## src/rtl/divmob_pkg.sv

```systemverilog
package divmob_pkg;
  typedef enum logic [1:0] {
    ST_IDLE = 2'd0,
    ST_RUN  = 2'd1,
    ST_FIX  = 2'd2
  } divmob_state_t;
endpackage

```

## src/rtl/divmob_step.sv

```systemverilog
module divmob_step #(
  parameter int W = 32
) (
  input  logic [W-1:0] rem_i,
  input  logic [W-1:0] quo_i,
  input  logic [W-1:0] dsr_i,
  output logic [W-1:0] rem_o,
  output logic [W-1:0] quo_o
);
  // subtract when the low quotient bit says the remainder was non-negative
  function automatic logic [W-1:0] add_or_sub(input logic [W-1:0] r,
                                              input logic [W-1:0] d,
                                              input logic         sub);
    return sub ? (r - d) : (r + d);
  endfunction

  // rotate the pair left, inverting the bit that wraps around
  function automatic logic [2*W-1:0] mobius(input logic [2*W-1:0] pair);
    return {pair[2*W-2:0], ~pair[2*W-1]};
  endfunction

  logic [W-1:0] sum;

  always_comb begin
    sum            = add_or_sub(rem_i, dsr_i, quo_i[0]);
    {rem_o, quo_o} = mobius({sum, quo_i});
  end
endmodule

```

## src/rtl/divmob_fix.sv

```systemverilog
module divmob_fix #(
  parameter int W = 32
) (
  input  logic [W-1:0] rem_i,
  input  logic [W-1:0] quo_i,
  input  logic [W-1:0] dsr_i,
  output logic [W-1:0] rem_o
);
  // undo the last doubling: the lost sign is the inverse of the last quotient bit
  function automatic logic [W-1:0] unshift(input logic [W-1:0] r, input logic q0);
    return {~q0, r[W-1:1]};
  endfunction

  logic [W-1:0] partial;

  always_comb begin
    partial = unshift(rem_i, quo_i[0]);
    rem_o   = quo_i[0] ? partial : (partial + dsr_i);
  end
endmodule

```

## src/rtl/divmob_ctrl.sv

```systemverilog
module divmob_ctrl
  import divmob_pkg::*;
#(
  parameter int W = 32
) (
  input  logic clk,
  input  logic rst_n,
  input  logic start,
  output logic load,
  output logic step_en,
  output logic fix_en,
  output logic busy,
  output logic done
);
  localparam int CW = $clog2(W + 1);

  divmob_state_t state;
  logic [CW-1:0] cnt;

  assign load    = start && (state == ST_IDLE);
  assign step_en = (state == ST_RUN);
  assign fix_en  = (state == ST_FIX);
  assign busy    = (state != ST_IDLE);

  always_ff @(posedge clk or negedge rst_n) begin
    if (!rst_n) begin
      state <= ST_IDLE;
      cnt   <= '0;
      done  <= 1'b0;
    end else begin
      done <= fix_en;
      unique case (state)
        ST_IDLE: if (start) begin
          state <= ST_RUN;
          cnt   <= CW'(W);
        end
        ST_RUN: begin
          cnt <= cnt - 1'b1;
          if (cnt == CW'(1)) state <= ST_FIX;
        end
        ST_FIX:  state <= ST_IDLE;
        default: state <= ST_IDLE;
      endcase
    end
  end

  assert_done_single_R3: assert property (@(posedge clk) disable iff (!rst_n)
    done |=> !done);
  assert_done_idle_R3: assert property (@(posedge clk) disable iff (!rst_n)
    done |-> !busy);
  assert_accept_busy_R2: assert property (@(posedge clk) disable iff (!rst_n)
    (start && !busy) |=> busy);
  assert_start_ignored_R6: assert property (@(posedge clk) disable iff (!rst_n)
    (busy && !fix_en) |=> busy);
endmodule

```

## src/rtl/divmob_divider.sv

```systemverilog
module divmob_divider #(
  parameter int W = 32
) (
  input  logic         clk,
  input  logic         rst_n,
  input  logic         start,
  input  logic [W-1:0] dividend,
  input  logic [W-1:0] divisor,
  output logic         busy,
  output logic         done,
  output logic [W-1:0] quotient,
  output logic [W-1:0] remainder,
  output logic         div_by_zero
);
  localparam int LW = $clog2(W + 2);

  logic         load, step_en, fix_en;
  logic [W-1:0] rem_r, quo_r, dsr_r, dvd_r;
  logic [W-1:0] rem_nx, quo_nx, rem_fixed;
  logic [LW-1:0] lat_cnt;

  divmob_ctrl #(.W(W)) u_ctrl (
    .clk(clk), .rst_n(rst_n), .start(start),
    .load(load), .step_en(step_en), .fix_en(fix_en),
    .busy(busy), .done(done)
  );

  divmob_step #(.W(W)) u_step (
    .rem_i(rem_r), .quo_i(quo_r), .dsr_i(dsr_r),
    .rem_o(rem_nx), .quo_o(quo_nx)
  );

  divmob_fix #(.W(W)) u_fix (
    .rem_i(rem_r), .quo_i(quo_r), .dsr_i(dsr_r),
    .rem_o(rem_fixed)
  );

  always_ff @(posedge clk or negedge rst_n) begin
    if (!rst_n) begin
      rem_r       <= '0;
      quo_r       <= '0;
      dsr_r       <= '0;
      dvd_r       <= '0;
      quotient    <= '0;
      remainder   <= '0;
      div_by_zero <= 1'b0;
    end else if (load) begin
      // zero remainder, quotient = dividend, then one leading rotation
      rem_r <= {{(W-1){1'b0}}, dividend[W-1]};
      quo_r <= {dividend[W-2:0], 1'b1};
      dsr_r <= divisor;
      dvd_r <= dividend;
    end else if (step_en) begin
      rem_r <= rem_nx;
      quo_r <= quo_nx;
    end else if (fix_en) begin
      quotient    <= quo_r;
      remainder   <= rem_fixed;
      div_by_zero <= (dsr_r == '0);
    end
  end

  // cycle counter used only by the latency check
  always_ff @(posedge clk or negedge rst_n) begin
    if (!rst_n)       lat_cnt <= '0;
    else if (load)    lat_cnt <= '0;
    else if (busy)    lat_cnt <= lat_cnt + 1'b1;
  end

  assert_latency_R3: assert property (@(posedge clk) disable iff (!rst_n)
    done |-> (lat_cnt == LW'(W + 1)));
  assert_product_R4: assert property (@(posedge clk) disable iff (!rst_n)
    (done && !div_by_zero) |->
      ({{W{1'b0}}, quotient} * {{W{1'b0}}, dsr_r} + {{W{1'b0}}, remainder}
        == {{W{1'b0}}, dvd_r}));
  assert_rem_below_divisor_R5: assert property (@(posedge clk) disable iff (!rst_n)
    (done && !div_by_zero) |-> (remainder < dsr_r));
  assert_zero_flag_R7: assert property (@(posedge clk) disable iff (!rst_n)
    done |-> (div_by_zero == (dsr_r == '0)));
  assert_hold_R8: assert property (@(posedge clk) disable iff (!rst_n)
    !done |-> ($stable(quotient) && $stable(remainder) && $stable(div_by_zero)));
endmodule

```

## config.mk

```make
export PLATFORM = sky130hd
export DESIGN_NAME = divmob_divider
export DESIGN_NICKNAME = d
export VERILOG_FILES = /design/src/rtl/divmob_pkg.sv /design/src/rtl/divmob_step.sv /design/src/rtl/divmob_fix.sv /design/src/rtl/divmob_ctrl.sv /design/src/rtl/divmob_divider.sv
export SDC_FILE = /design/constraint.sdc
export NUM_CORES = 1
export LEC_CHECK = 0
export CORE_MARGIN = 3
export CORE_UTILIZATION = 49
export DETAILED_ROUTE_END_ITERATION = 16
export PLACE_DENSITY_LB_ADDON = 0.08
export SYNTH_ARGS = -nofsm -noshare
export SYNTH_HDL_FRONTEND = slang
export SYNTH_SLANG_ARGS = --single-unit
```

## constraint.sdc

```tcl
create_clock -name clk -period 3.75 [get_ports clk]
set_clock_uncertainty 0.2 [all_clocks]
set_input_delay 0.375 -clock clk [delete_from_list [all_inputs] [get_ports clk]]
set_output_delay 0.375 -clock clk [all_outputs]
set_load 0.1 [all_outputs]
```

==> results of run 1 <==
[worst paths after layout]
path                       slack [ns]           end         start  depth (start not counted)
setup / recovery                -0.21     rem_r[31]     dsr_r[13]                         14
hold / removal                   0.26      dsr_r[9]    divisor[9]                          3
setup reg to reg                -0.21     rem_r[31]     dsr_r[13]                         14
hold reg to reg                  0.27  quotient[24]  quotient[24]                          2
max in group asynchronous        2.21      quo_r[0]         rst_n                          3
min in group asynchronous        0.27  remainder[2]         rst_n                          2
[cell type report]
cell class,count,share of cell area [%]
Sequential cell,170,29.7
Clock buffer,17,2.97
Inverter,41,1.08
Clock inverter,14,1.05
Timing Repair Buffer,257,16.1
Tap cell,280,2.45
Multi-Input combinational cell,1070,46.6
[state kept, by name (all words and copies together), names as in the netlist]
name,cells
quotient,32
u_ctrl.state,2
quo_r,32
dsr_r,32
rem_r,32
u_ctrl.cnt,6
remainder,32
u_ctrl.done,1
div_by_zero,1
[cell families after synthesis]
family                     share of synthesized area [%]
xor gates and xnor gates                            5.78
muxes                                              0.555
AOI/OAI and AO/OA                                   23.4
and+or+nand+nor                                     20.2
buffers and inverters                               3.74
adders and majority gates                           7.73
DFF                                                 38.5
[through the flow]
step / util [%] / cell area (um^2)
finish: 65.2 / 14300
global route: 65.2 / 14300
CTS: 64.4 / 14100
detailed placement: 60.9 / 13400
global placement: 60.9 / 13400
floorplan: - / 11100
[layout by cell type (no fill, tap or decap), types with 4 or more instances in the layout]
cell	synthesis	routed
inv_1	41	39
inv_6	0	6
nand2_1	266	265
dfrtp_1	170	169
and3_1	15	14
o21bai_1	7	6
buf_4	0	116
nand2b_1	12	11
o21a_1	13	13
o31ai_1	8	6
inv_8	0	4
nor2b_1	41	36
nand4_1	7	7
a32o_1	5	5
nor2b_2	0	4
nor3_1	25	24
or3_1	6	5
nand3_1	32	30
and2_1	5	4
o21ai_1	1	6
a31oi_1	20	17
o21ai_0	131	121
nor2_1	65	62
o211ai_1	4	4
a21oi_2	0	10
clkbuf_16	0	17
xor2_1	16	16
mux2i_1	5	5
a21o_1	25	25
a21oi_1	143	131
xnor2_1	55	55
clkdlybuf4s50_1	0	131
ha_1	65	64
buf_6	0	7
a211oi_1	13	10
a22oi_1	33	32
[timing repair]
| action | CTS | global route |
|---|---|---|
| endpoints found under the hold margin | 63 | 0 |
| setup buffers | 10 | 5 |
| hold buffers | 1 | 0 |
| gates resized for setup | 35 | 38 |
| pin swaps | 9 | 17 |
| endpoints found under the setup margin | 8 | 14 |
[routing by layer]
layer,track usage (%),vias up,share of wire (%)
met5,0,-,0
met3,4.99,20,6.2
met4,5.09,0,0.78
li1,-,5173,-
met1,41.8,4933,50
met2,39.0,294,43
[worst register-to-register path: stages (launching register included)]
cell	delay [ns]
dfrtp_1	0.38
or4_4	0.53
or3_4	0.38
nor4b_4	0.37
and2_4	0.23
buf_4	0.11
a21oi_1	0.06
xnor2_1	0.13
ha_1	0.30
nand3_1	0.10
or3_1	0.35
a211oi_2	0.17
o21ai_1	0.11
a21o_1	0.18
a32o_1	0.24
==> flow_summary.ini, run 1 <==
[floorplanning]
fp.coreArea_mm2 = 0.0220
starting_density_of_the_core_pct = 50.3
dieWidth_um = 156
design.portCount = 134
dieArea_mm2 = 0.0244
row_count = 54
floorplan.die.height_um = 156

[timing]
period_share_pct = 106
hold-worst-slack_ns = 0.255
timing_max_transition_violations_final = 0
grt_setup_unrepaired = yes
worst_slack_ns = -0.207
finalSetupViolCount = 9
hold_viol = 0
worst_pin_slew_ns = 1.02
maximum_achievable_frequency_mhz = 253
timing.final.crit_period_ns = 3.96
tns_ns = -0.768
slew_headroom_pct = 31.6

[layout]
fillerInstances = 1884
nNetsFinal = 1691
synthToLayoutAreaGrowth_pct = 29.6
multi_input_comb_area_mm2 = 0.00667
sequential_cell_area_mm2 = 0.00426
layout.cells.non_filler = 1849
post_route_cells_drive_above_1_share_pct = 14.0
n_antenna_cell = 0

[place]
place_worst_setup_slack_ns = -0.210
io_buffers = 133
place_congestion = 0.956
dp_hpwl_um = 24200
place.detailed.instances = 1807

[worst_setup_path]
path_class = reg2reg
max_stage_delay_ns = 0.53
critical_path_required_ns = 3.88
worst_ep_arrival_time_ns = 4.09
critical_path.max_fanout = 3
critPathLaunchType = register
critical_path.cell_chain = or4_4 > or3_4 > nor4b_4 > and2_4 > buf_4 > a21oi_1 > xnor2_1 > ha_1 > nand3_1 > or3_1 > a211oi_2 > o21ai_1 > a21o_1 > a32o_1
category_of_the_worst_setup_path_capture_point = register
critPathTopFamily = simple AND/OR/NAND/NOR gates
critPathSlowestCell = or4_4
timing.critical_path.buf_inv = 1

[job]
drv_cap = 0

[detailed_routing]
postRouteWirelength_um = 32800
drt-vias-per-instance = 5.64
detailroute.via_count = 10400
remaining_drcs = 0
antenna_left = 0
initialDrtViolationCount = 903
first_pass_iters = 5
route.detailed.wl_per_inst_um = 17.7

[yosys]
synth_edf_count = 0
synth_top_cell_area_share_pct = 38.5
synth_warnings = 0
synth_cell_types = 64
synthTopCellsByArea = dfrtp_1 (39%), nand2_1 (9.0%), ha_1 (7.4%)
syn_area_per_cell_um2 = 8.18
mappedNetlistNets = 1484
yosysSeqAreaShare_pct = 38.5
synth_area_leader_cell = dfrtp_1
synth.top_cells.by_count = nand2_1 (266), dfrtp_1 (170), a21oi_1 (143), o21ai_0 (131)
synth_ff_type = dfrtp_1
synthMostInstantiatedCell = nand2_1
register_bit_count_reported_by_yosys = 170
mappedNetlistArea_mm2 = 0.0110
netlist_instances = 1350
async_flop_share_pct = 100

[cts]
max-clock-path-buffers = 2
clock-root-buffer = clkbuf_16
cts-htree-levels = 4
cts.clk_slew.worst_paths_ns = 0.07
tritoncts.num_buffers = 17
tritoncts = done
clock-sinks = 170
clk_latency_worst_skew_pair_ns = 0.44

[status]
violations_in_the_final_reports = negative setup slack
outcome = complete, but fails checks

[global_routing]
antenna_violations_before_repair = 0
grt_start_max_net_pins = 79
gr-usage-all-layers_pct = 26.8
grt_first_pass_wirelength_um = 52800
via_count_of_the_first_global_routing_pass = 9930
globalRouteOverflowTotal = 0

[hold_path]
hold_path_class = in2reg
Power of run 1 is not shown: default switching activity piles up to over one toggle a cycle in this logic, so the estimate is an artifact.
==> run 2, diff against run 1 <==
==> constraint.sdc (replaced) <==
create_clock -name clk -period 3.75 [get_ports clk]
set_clock_uncertainty 0.2 [all_clocks]
set_input_delay 0.375 -clock clk [delete_from_list [all_inputs] [get_ports clk]]
set_output_delay 0.375 -clock clk [all_outputs]
set_load 0.02 [all_outputs]
==> run 2 against run 1 <==
The run still ends with negative setup slack left. Wire length increased by 0.60%. First-iteration DRC count increased by 13%. Non-clock buffer count increased by 3. Largest cell class unchanged. Critical path type unchanged. Cell area increased by 0.56%. Setup slack got worse by 0.058 ns. Global-route usage about the same. Flip-flop and latch count unchanged.
==> flow_summary.ini, run 2 (same netlist as run 1, synthesis figures left out) <==
[detailed_routing]
route.detailed.wl_per_inst_um = 17.8
antenna_left = 0
first_pass_iters = 6
detailroute.via_count = 10500
drt-vias-per-instance = 5.68
remaining_drcs = 0
postRouteWirelength_um = 33000
initialDrtViolationCount = 1019

[worst_setup_path]
crit_reg_reg_startpoint = dsr_r[10]
critPathTopFamily = simple AND/OR/NAND/NOR gates
reg2regPathDepth = 13
max_stage_delay_ns = 0.54
regToRegEndpoint = rem_r[31]
critPathLaunchType = register
critical_path.max_fanout = 4
critPathSlowestCell = or4_4
r2r_slack_ns = -0.26
critical_path.cell_chain = or4_4 > or3_4 > nor4b_4 > and2_4 > a21oi_2 > xnor2_1 > ha_1 > nand3_2 > or3_4 > a211oi_2 > o21ai_2 > a21o_1 > a32o_1
crit_path_frequent_cell = or3_4
worst_ep_arrival_time_ns = 4.13
critical_path_required_ns = 3.87
timing.critical_path.buf_inv = 0
path_class = reg2reg
category_of_the_worst_setup_path_capture_point = register

[timing]
slew_headroom_pct = 44.5
finalSetupViolCount = 8
maximum_achievable_frequency_mhz = 249
worst_pin_slew_ns = 0.833
timing.final.crit_period_ns = 4.01
timing_max_transition_violations_final = 0
grt_setup_unrepaired = yes
worst_slack_ns = -0.265
period_share_pct = 107
hold_viol = 0

[job]
drv_cap = 0

[cts]
tritoncts.num_buffers = 17
cts-htree-levels = 4
tritoncts = done
max-clock-path-buffers = 2
cts.clk_slew.worst_paths_ns = 0.07
clock-root-buffer = clkbuf_16
clk_latency_worst_skew_pair_ns = 0.43
clock-sinks = 170

[layout]
n_antenna_cell = 0
layout.cells.most_common = nand2_1
nNetsFinal = 1694
final_util_pct = 65.6
layout.cell_area.non_filler_mm2 = 0.0144
post_route_cells_drive_above_1_share_pct = 14.4
final_cell_mix = nand2_1 (265), dfrtp_1 (169), a21oi_1 (132), clkdlybuf4s50_1 (132), o21ai_0 (119)
synthToLayoutAreaGrowth_pct = 30.3

[hold_path]
number_of_cells_on_the_worst_hold_path = 3
hold_path_class = in2reg
timing.hold.worst_endpoint = dsr_r[11]
min_from = divisor[11]

[global_routing]
gr-usage-all-layers_pct = 26.8
antenna_violations_before_repair = 0
grt_start_max_net_pins = 93
globalRouteOverflowTotal = 0
grt_first_pass_wirelength_um = 52900
via_count_of_the_first_global_routing_pass = 10100

[status]
outcome = complete, but fails checks
violations_in_the_final_reports = negative setup slack

[place]
dpl-instance-area_mm2 = 0.0134
dp_hpwl_um = 24300
place_congestion = 0.948
io_buffers = 133

[floorplanning]
dieWidth_um = 156
row_count = 54
floorplan.die.height_um = 156
fp.coreArea_mm2 = 0.0220
design.portCount = 134
dieArea_mm2 = 0.0244
starting_density_of_the_core_pct = 50.3
-- run 2: cell count changes in the layout (fill, tap and decap cells not counted), sizes merged --
cell	change
inv	-4
buf	+2
clkbuf	+2
clkinv	+2
bufinv	+1
clkdlybuf4s50	+1
-- run 2: stage by stage --
stage	setup WS [ns]	setup TNS, ns	hold slack, ns	cells
2_1_floorplan	-0.0764	-0.118	-0.121	1350
3_3_place_gp	-0.209	-0.594	0.256	1809
3_5_place_dp	-0.303	-1.18	0.262	1809
4_1_cts	-0.218	-0.634	0.252	1847
5_1_grt	-0.381	-2.39	0.269	1853
6_report	-0.265	-0.949	0.265	1853
-- run 2: metal layers --
metal | vias up | track usage [%] | share of wire [%]
met4 | 0 | 6.17 | 1.3
met1 | 4990 | 41.8 | 50
li1 | 5186 | - | -
met3 | 29 | 5.05 | 7.0
met5 | - | 0 | 0
met2 | 318 | 38.7 | 42
-- run 2: how the worst max path moves through the flow --
stage,startpoint,endpoint,slack [ns],cells past startpoint
final,dsr_r[10],rem_r[31],-0.26,13
after global routing,dsr_r[10],rem_r[31],-0.38,13
after CTS,dsr_r[13],rem_r[31],-0.22,14
after detailed placement,dsr_r[13],rem_r[31],-0.30,13
after global placement,dsr_r[13],rem_r[31],-0.21,13
after floorplan,dsr_r[11],rem_r[31],-0.08,14
-- run 2: timing repair --
| action | CTS | global route |
|---|---|---|
| resized for setup | 33 | 46 |
| hold buffers | 1 | 0 |
| endpoints found under the hold margin | 90 | 0 |
| pin swaps | 13 | 27 |
| setup endpoints to repair | 9 | 14 |
| buffers inserted | 6 | 6 |
-- run 2: final cells by class --
cell class / instances / area, um^2
timing repair buffer: 260 / 2340
inverter: 41 / 154
clock buffer: 19 / 443
clock inverter: 13 / 155
fill: 1904 / 7560
sequential: 170 / 4260
multi-input combinational: 1070 / 6690
tap: 280 / 350
-- run 2: worst min-delay path, stage by stage --
cell and delay, ns:
clkdlybuf4s50_1 0.39, nand2_1 0.05, nand2_1 0.04
Power of run 2 is left out for the same reason.
